<file path="src/rtl/vbs_pkg.sv">
package vbs_pkg;
   typedef enum logic {
      S_IDLE = 1'b0,
      S_WAIT = 1'b1
   } vbs_state_e;

   typedef enum logic [1:0] {
      ACT_LOCK = 2'd0,
      ACT_DOWN = 2'd1,
      ACT_UP   = 2'd2
   } vbs_act_e;
endpackage

</file>
<file path="src/rtl/vbs_code_decode.sv">
module vbs_code_decode
   import vbs_pkg::*;
#(
   parameter int CODE_W = 3
) (
   input  logic [CODE_W-1:0] code,
   output vbs_act_e          act
);
   localparam logic [CODE_W-1:0] CODE_LO = '0;
   localparam logic [CODE_W-1:0] CODE_HI = '1;

   generate
      if (CODE_W < 2) begin : g_bad_width
         $error("vbs_code_decode: CODE_W must be at least 2");
      end
   endgenerate

   always_comb begin
      if (code == CODE_LO)      act = ACT_DOWN;
      else if (code == CODE_HI) act = ACT_UP;
      else                      act = ACT_LOCK;
   end
endmodule

</file>
<file path="src/rtl/vbs_stepper.sv">
module vbs_stepper #(
   parameter int OSC_W   = 2,
   parameter int SUB_W   = 4,
   parameter int NUM_OSC = 3
) (
   input  logic [OSC_W-1:0] osc,
   input  logic [SUB_W-1:0] sub,
   input  logic             dir_up,
   output logic [OSC_W-1:0] nxt_osc,
   output logic [SUB_W-1:0] nxt_sub,
   output logic             out_of_range
);
   localparam logic [OSC_W-1:0] OSC_LAST = OSC_W'(NUM_OSC - 1);
   localparam logic [SUB_W-1:0] SUB_TOP  = '1;
   localparam logic [SUB_W-1:0] SUB_ONE  = SUB_W'(1);
   localparam logic [OSC_W-1:0] OSC_ONE  = OSC_W'(1);

   logic sub_edge;
   logic osc_edge;
   logic osc_bad;
   logic [OSC_W-1:0] carry_osc;

   generate
      if (NUM_OSC < 1 || NUM_OSC >= (1 << OSC_W)) begin : g_bad_count
         $error("vbs_stepper: NUM_OSC must leave one code free for shutdown");
      end
      if (NUM_OSC == 1) begin : g_single
         assign osc_edge  = 1'b1;
         assign carry_osc = osc;
      end else begin : g_multi
         assign osc_edge  = dir_up ? (osc == OSC_LAST) : (osc == '0);
         assign carry_osc = dir_up ? (osc + OSC_ONE) : (osc - OSC_ONE);
      end
   endgenerate

   always_comb begin
      sub_edge     = dir_up ? (sub == SUB_TOP) : (sub == '0);
      osc_bad      = (osc > OSC_LAST);
      nxt_sub      = dir_up ? (sub + SUB_ONE) : (sub - SUB_ONE);
      nxt_osc      = sub_edge ? carry_osc : osc;
      out_of_range = osc_bad | (sub_edge & osc_edge);
   end
endmodule

</file>
<file path="src/rtl/vbs_settle_timer.sv">
module vbs_settle_timer #(
   parameter int SEL_W    = 2,
   parameter int BASE_EXP = 6
) (
   input  logic             clk,
   input  logic             rst_n,
   input  logic             load,
   input  logic             run,
   input  logic [SEL_W-1:0] wait_sel,
   output logic             expire
);
   localparam int MAX_EXP = BASE_EXP + (1 << SEL_W) - 1;
   localparam int CNT_W   = MAX_EXP;

   logic [CNT_W-1:0] cnt;
   logic [SEL_W-1:0] sel_q;
   logic [CNT_W:0]   lim;

   generate
      if (BASE_EXP < 1) begin : g_bad_base
         $error("vbs_settle_timer: BASE_EXP must be at least 1");
      end
   endgenerate

   always_comb begin
      lim    = ((CNT_W+1)'(1) << (BASE_EXP + int'(sel_q))) - (CNT_W+1)'(1);
      expire = run && ({1'b0, cnt} == lim);
   end

   always_ff @(posedge clk or negedge rst_n) begin
      if (!rst_n) begin
         cnt   <= '0;
         sel_q <= '0;
      end else if (load) begin
         cnt   <= '0;
         sel_q <= wait_sel;
      end else if (run) begin
         cnt   <= expire ? '0 : cnt + CNT_W'(1);
      end
   end
endmodule

</file>
<file path="src/rtl/vco_band_search.sv">
module vco_band_search
   import vbs_pkg::*;
#(
   parameter int OSC_W     = 2,
   parameter int SUB_W     = 4,
   parameter int NUM_OSC   = 3,
   parameter int CODE_W    = 3,
   parameter int SEL_W     = 2,
   parameter int BASE_EXP  = 6,
   parameter int MAX_TRIES = 48
) (
   input  logic              clk,
   input  logic              rst_n,
   input  logic              retune,
   input  logic              srch_en,
   input  logic              seed_cur,
   input  logic [OSC_W-1:0]  man_osc,
   input  logic [SUB_W-1:0]  man_sub,
   input  logic [SEL_W-1:0]  settle_sel,
   input  logic [CODE_W-1:0] vt_code,
   output logic [OSC_W-1:0]  osc_sel,
   output logic [SUB_W-1:0]  sub_sel,
   output logic              srch_idle,
   output logic              srch_ok
);
   localparam int TRY_W = $clog2(MAX_TRIES + 1);
   localparam logic [TRY_W-1:0] TRY_LAST = TRY_W'(MAX_TRIES - 1);

   generate
      if (MAX_TRIES < 1) begin : g_bad_tries
         $error("vco_band_search: MAX_TRIES must be at least 1");
      end
   endgenerate

   vbs_state_e       state;
   logic [OSC_W-1:0] cur_osc;
   logic [SUB_W-1:0] cur_sub;
   logic             ok_q;
   logic [TRY_W-1:0] tries;

   logic             start;
   logic             expire;
   vbs_act_e         act;
   logic [OSC_W-1:0] nxt_osc;
   logic [SUB_W-1:0] nxt_sub;
   logic             no_room;
   logic [OSC_W-1:0] seed_osc;
   logic [SUB_W-1:0] seed_sub;

   assign start    = retune & srch_en;
   assign seed_osc = seed_cur ? cur_osc : man_osc;
   assign seed_sub = seed_cur ? cur_sub : man_sub;

   vbs_settle_timer #(.SEL_W(SEL_W), .BASE_EXP(BASE_EXP)) u_timer (
      .clk      (clk),
      .rst_n    (rst_n),
      .load     (start),
      .run      (state == S_WAIT),
      .wait_sel (settle_sel),
      .expire   (expire)
   );

   vbs_code_decode #(.CODE_W(CODE_W)) u_decode (
      .code (vt_code),
      .act  (act)
   );

   vbs_stepper #(.OSC_W(OSC_W), .SUB_W(SUB_W), .NUM_OSC(NUM_OSC)) u_step (
      .osc          (cur_osc),
      .sub          (cur_sub),
      .dir_up       (act == ACT_UP),
      .nxt_osc      (nxt_osc),
      .nxt_sub      (nxt_sub),
      .out_of_range (no_room)
   );

   always_ff @(posedge clk or negedge rst_n) begin
      if (!rst_n) begin
         state   <= S_IDLE;
         cur_osc <= '0;
         cur_sub <= '0;
         ok_q    <= 1'b0;
         tries   <= '0;
      end else if (!srch_en) begin
         state   <= S_IDLE;
         ok_q    <= 1'b0;
         cur_osc <= man_osc;
         cur_sub <= man_sub;
      end else if (start) begin
         state   <= S_WAIT;
         ok_q    <= 1'b0;
         cur_osc <= seed_osc;
         cur_sub <= seed_sub;
         tries   <= '0;
      end else if (state == S_WAIT && expire) begin
         if (cur_osc > OSC_W'(NUM_OSC - 1)) begin
            state <= S_IDLE;
            ok_q  <= 1'b0;
         end else if (act == ACT_LOCK) begin
            state <= S_IDLE;
            ok_q  <= 1'b1;
         end else if (no_room || tries == TRY_LAST) begin
            state <= S_IDLE;
            ok_q  <= 1'b0;
         end else begin
            cur_osc <= nxt_osc;
            cur_sub <= nxt_sub;
            tries   <= tries + TRY_W'(1);
         end
      end
   end

   assign osc_sel   = srch_en ? cur_osc : man_osc;
   assign sub_sel   = srch_en ? cur_sub : man_sub;
   assign srch_idle = (state == S_IDLE);
   assign srch_ok   = ok_q & srch_en;
endmodule

</file>
<file path="config.mk">
export PLATFORM = sky130hd
export DESIGN_NAME = vco_band_search
export DESIGN_NICKNAME = d
export VERILOG_FILES = /design/src/rtl/vbs_pkg.sv /design/src/rtl/vbs_code_decode.sv /design/src/rtl/vbs_stepper.sv /design/src/rtl/vbs_settle_timer.sv /design/src/rtl/vco_band_search.sv
export SDC_FILE = /design/constraint.sdc
export NUM_CORES = 1
export LEC_CHECK = 0
export BUFFER_PORTS_ARGS = -buffer_cell sky130_fd_sc_hd__buf_4
export CAP_MARGIN = 30
export CORE_MARGIN = 4
export CORE_UTILIZATION = 45
export CTS_BUF_LIST = sky130_fd_sc_hd__clkbuf_4 sky130_fd_sc_hd__clkbuf_8
export CTS_CLUSTER_DIAMETER = 100
export CTS_CLUSTER_SIZE = 25
export DETAILED_ROUTE_END_ITERATION = 10
export GPL_TIMING_DRIVEN = 0
export PLACE_DENSITY = 0.65
export SETUP_SLACK_MARGIN = 0.3
export SLEW_MARGIN = 30
export SYNTH_ARGS = -nofsm -noshare
export SYNTH_HDL_FRONTEND = slang
export SYNTH_HIERARCHICAL = 1
export SYNTH_SLANG_ARGS = --single-unit
</file>
<file path="constraint.sdc">
create_clock -name clk -period 6.4 [get_ports clk]
set_input_delay 0.32 -clock clk [delete_from_list [all_inputs] [get_ports clk]]
set_output_delay 0.32 -clock clk [all_outputs]
set_load 0.02 [all_outputs]
</file>
==> metrics.yaml <==
max-cap-violations: 0
cellInternalPower_mw: 0.2811
synth_nets: 184
synthTopCellsByArea: "dfrtp_1, mux2_2, mux2_4"
r2r_cells: 8
routed_wl_um: 3212
die_y_um: 68.49
crit_family: "simple AND/OR/NAND/NOR gates"
synth_ff_type: "dfrtp_1"
synthesis.instances: 163
drt_first_iter_violations: 48
num_rows: 21
io_pins: 24
path_buf_inv: 1
end_kind: "flip-flop"
power_frac_seq_pct: 48.6
min_path_type: "in2reg"
hold_depth: 2
synthArstFlopShare_pct: 100.0
htreeDepth: 1
grt_pass1_wl_um: 5609
yosys_register_bits: 25
critPathSlowestCell: "a211oi_2"
detail_route.vias_per_cell: 5.392
antenna_found_initial: 0
holdBufCountCts: 1
diodes: 0
r2r-start: "u_timer/cnt[6]"
yosysSeqAreaShare_pct: 37.99
critical_path.cell_chain: "buf_4 -> and3_1 -> nor2b_1 -> nor4_1 -> nand2_1 -> nor2_1 -> o32a_1 -> nand4b_1 -> a211oi_2 -> a21oi_1 -> a31o_1"
dp_hpwl_um: 2463
critPathLaunchType: "primary input"
skew_ns: 0.002847
top_usage_layer: "met2"
multi_input_area_um2: 974.7
antenna_left: 0
pwr-share-clk_pct: 24.2
relSlewSlack_pct: 63.18
yosys.cell_types.count: 44
synth.top_cell.area_share_pct: 37.99
path_max_fanout: 7
slew_viol_final: 0
r2r_setup_slack_ns: 3.99
min_to: "u_timer/sel_q[0]"
timing.final.crit_share_pct: 39.11
cts_buffers: 3
power.density_nw_per_um2: 207.5
rsz0062_at_grt: "no"
required_ns: 6.56
first_pass_iters: 4
period_minus_slack_ns: 2.503
root_buffer: "clkbuf_8"
outcome: "complete, no violations"
drive_gt1_share_pct: 29.32
grt.total_usage_pct: 15.70
dp_cells: 232
nets: 213
r2r_end: "tries[3]"
synth_edf_count: 0
drc: 0
clock_latency_ns: 0.26
tritoncts: "built"
cts.clk_slew.worst_paths_ns: 0.09
coreArea_um2: 3442
cts.sinks: 25
seq_area_um2: 625.6
port_buffers: 23
hp-start: "settle_sel[0]"
clockBufferDepth: 2
syn_area_um2: 1647
power.leakage_nw: 0.8698
dieArea_um2: 4691
final.setup.tns_ns: 0
fmax_ghz: 0.3995
grt_start_max_net_pins: 26
setup_viol: 0
grt_pass1_vias: 1306
overflow: 0
start_util_pct: 47.84
tightest_slew_ns: 0.5513
peakVddDrop_uv: 106.4
p_sw_share_pct: 29.99
power.switching_mw: 0.1204
yosys.area.top_type: "dfrtp_1"
routed-via-count: 1278
final_cells: 237
hold_violations: 0
gr-usage-met3_pct: 2.107
cp.depth: 11
fillers: 325
cts_setup_buffers: 0
arrival_ns: 2.66
place_congestion: 0.7942
cpPeakStageDelay_ns: 0.48
yosys_warnings: 6
area_growth_pct: 17.55
use_met2_pct: 27.18
grt.met1_usage_pct: 20.35
synth_area_per_cell_um2: 10.10
p_comb_share_pct: 27.2
crit_type: "in2reg"
wl_per_cell_um: 13.55
die_w_um: 68.49
cts-resized-gates: 0
## worst max-delay path by stage
stage	start	to	slack (ns)
after detailed placement	vt_code[2]	tries[3]	3.64
after floorplan	vt_code[2]	cur_osc[0]	4.01
after CTS	vt_code[2]	tries[3]	3.92
after global placement	vt_code[2]	tries[5]	3.68
final	vt_code[2]	tries[3]	3.90
after global routing	vt_code[2]	tries[5]	3.74
## power groups by stage
stage               clock [mW]  sequential (mW)  combinational [mW]
floorplan                    0            0.192              0.0781
global placement             0            0.197               0.106
detailed placement           0            0.198               0.109
CTS                      0.101            0.195               0.110
global route             0.107            0.199               0.120
finish                  0.0973            0.195               0.109
## through the flow
step	hold slack (ns)	instance area (um^2)	setup slack (ns)	utilization [%]	total power, mW
floorplan	0.02441	1647	4.012	-	0.2706
global placement	0.2463	1877	3.680	54.53	0.3030
detailed placement	0.2476	1877	3.644	54.53	0.3072
CTS	0.2793	1936	3.916	56.23	0.4060
global route	0.2759	1936	3.739	56.23	0.4264
finish	0.2845	1936	3.897	56.23	0.4016
## worst register-to-register path, stage by stage, from the launching register on
cell      delay (ns)
dfrtp_1         0.43
inv_2           0.07
a2111o_1        0.36
a211o_1         0.34
inv_1           0.15
nand4b_1        0.15
a211oi_2        0.48
a21oi_1         0.14
a31o_1          0.20
## layout make-up
type	instances	area share, %
Multi-Input combinational cell	126	50.36
Buffer	2	0.4525
Sequential cell	25	32.32
Inverter	10	1.939
Tap cell	46	2.973
Timing Repair Buffer	24	9.438
Clock buffer	4	2.521
## per-layer routing
| layer | vias up | routed length [um] |
|---|---|---|
| met4 | 0 | 14 |
| met1 | 604 | 1504 |
| met2 | 33 | 1552 |
| li1 | 639 | - |
| met3 | 2 | 140 |
| met5 | - | 0 |
## cells in the mapped netlist (all sizes together), types with 3 or more instances
master	count
a31o	3
a21oi	5
ha	4
nor2	18
xnor2	7
nand4	4
dfrtp	25
and3	4
nand3	4
nor2b	3
xor2	7
mux2	20
nand2	18
inv	10
## sequential cells by signal (all words and copies together) (netlist names)
signal,count
cur_osc,2
cur_sub,4
ok_q,1
state,1
tries,6
u_timer/cnt,9
u_timer/sel_q,2
## cell usage in the layout (no fill, tap or decap), types with 5 or more instances in the layout
master and count:
a21oi_1 5, buf_4 23, dfrtp_1 25, inv_1 9
mux2_2 14, mux2_4 6, nand2_1 18, nor2_1 18
xnor2_1 7, xor2_1 7
## cell families after synthesis
kind of cell    after synthesis  synth area share, %
simple gates                 60                18.24
buf+inv                      12                2.811
compound gates               25                12.99
fa+ha+maj                     5                4.255
flops                        25                37.99
mux                          22                16.26
xor+xnor                     14                7.447
Power figures use the tool's default switching activity.
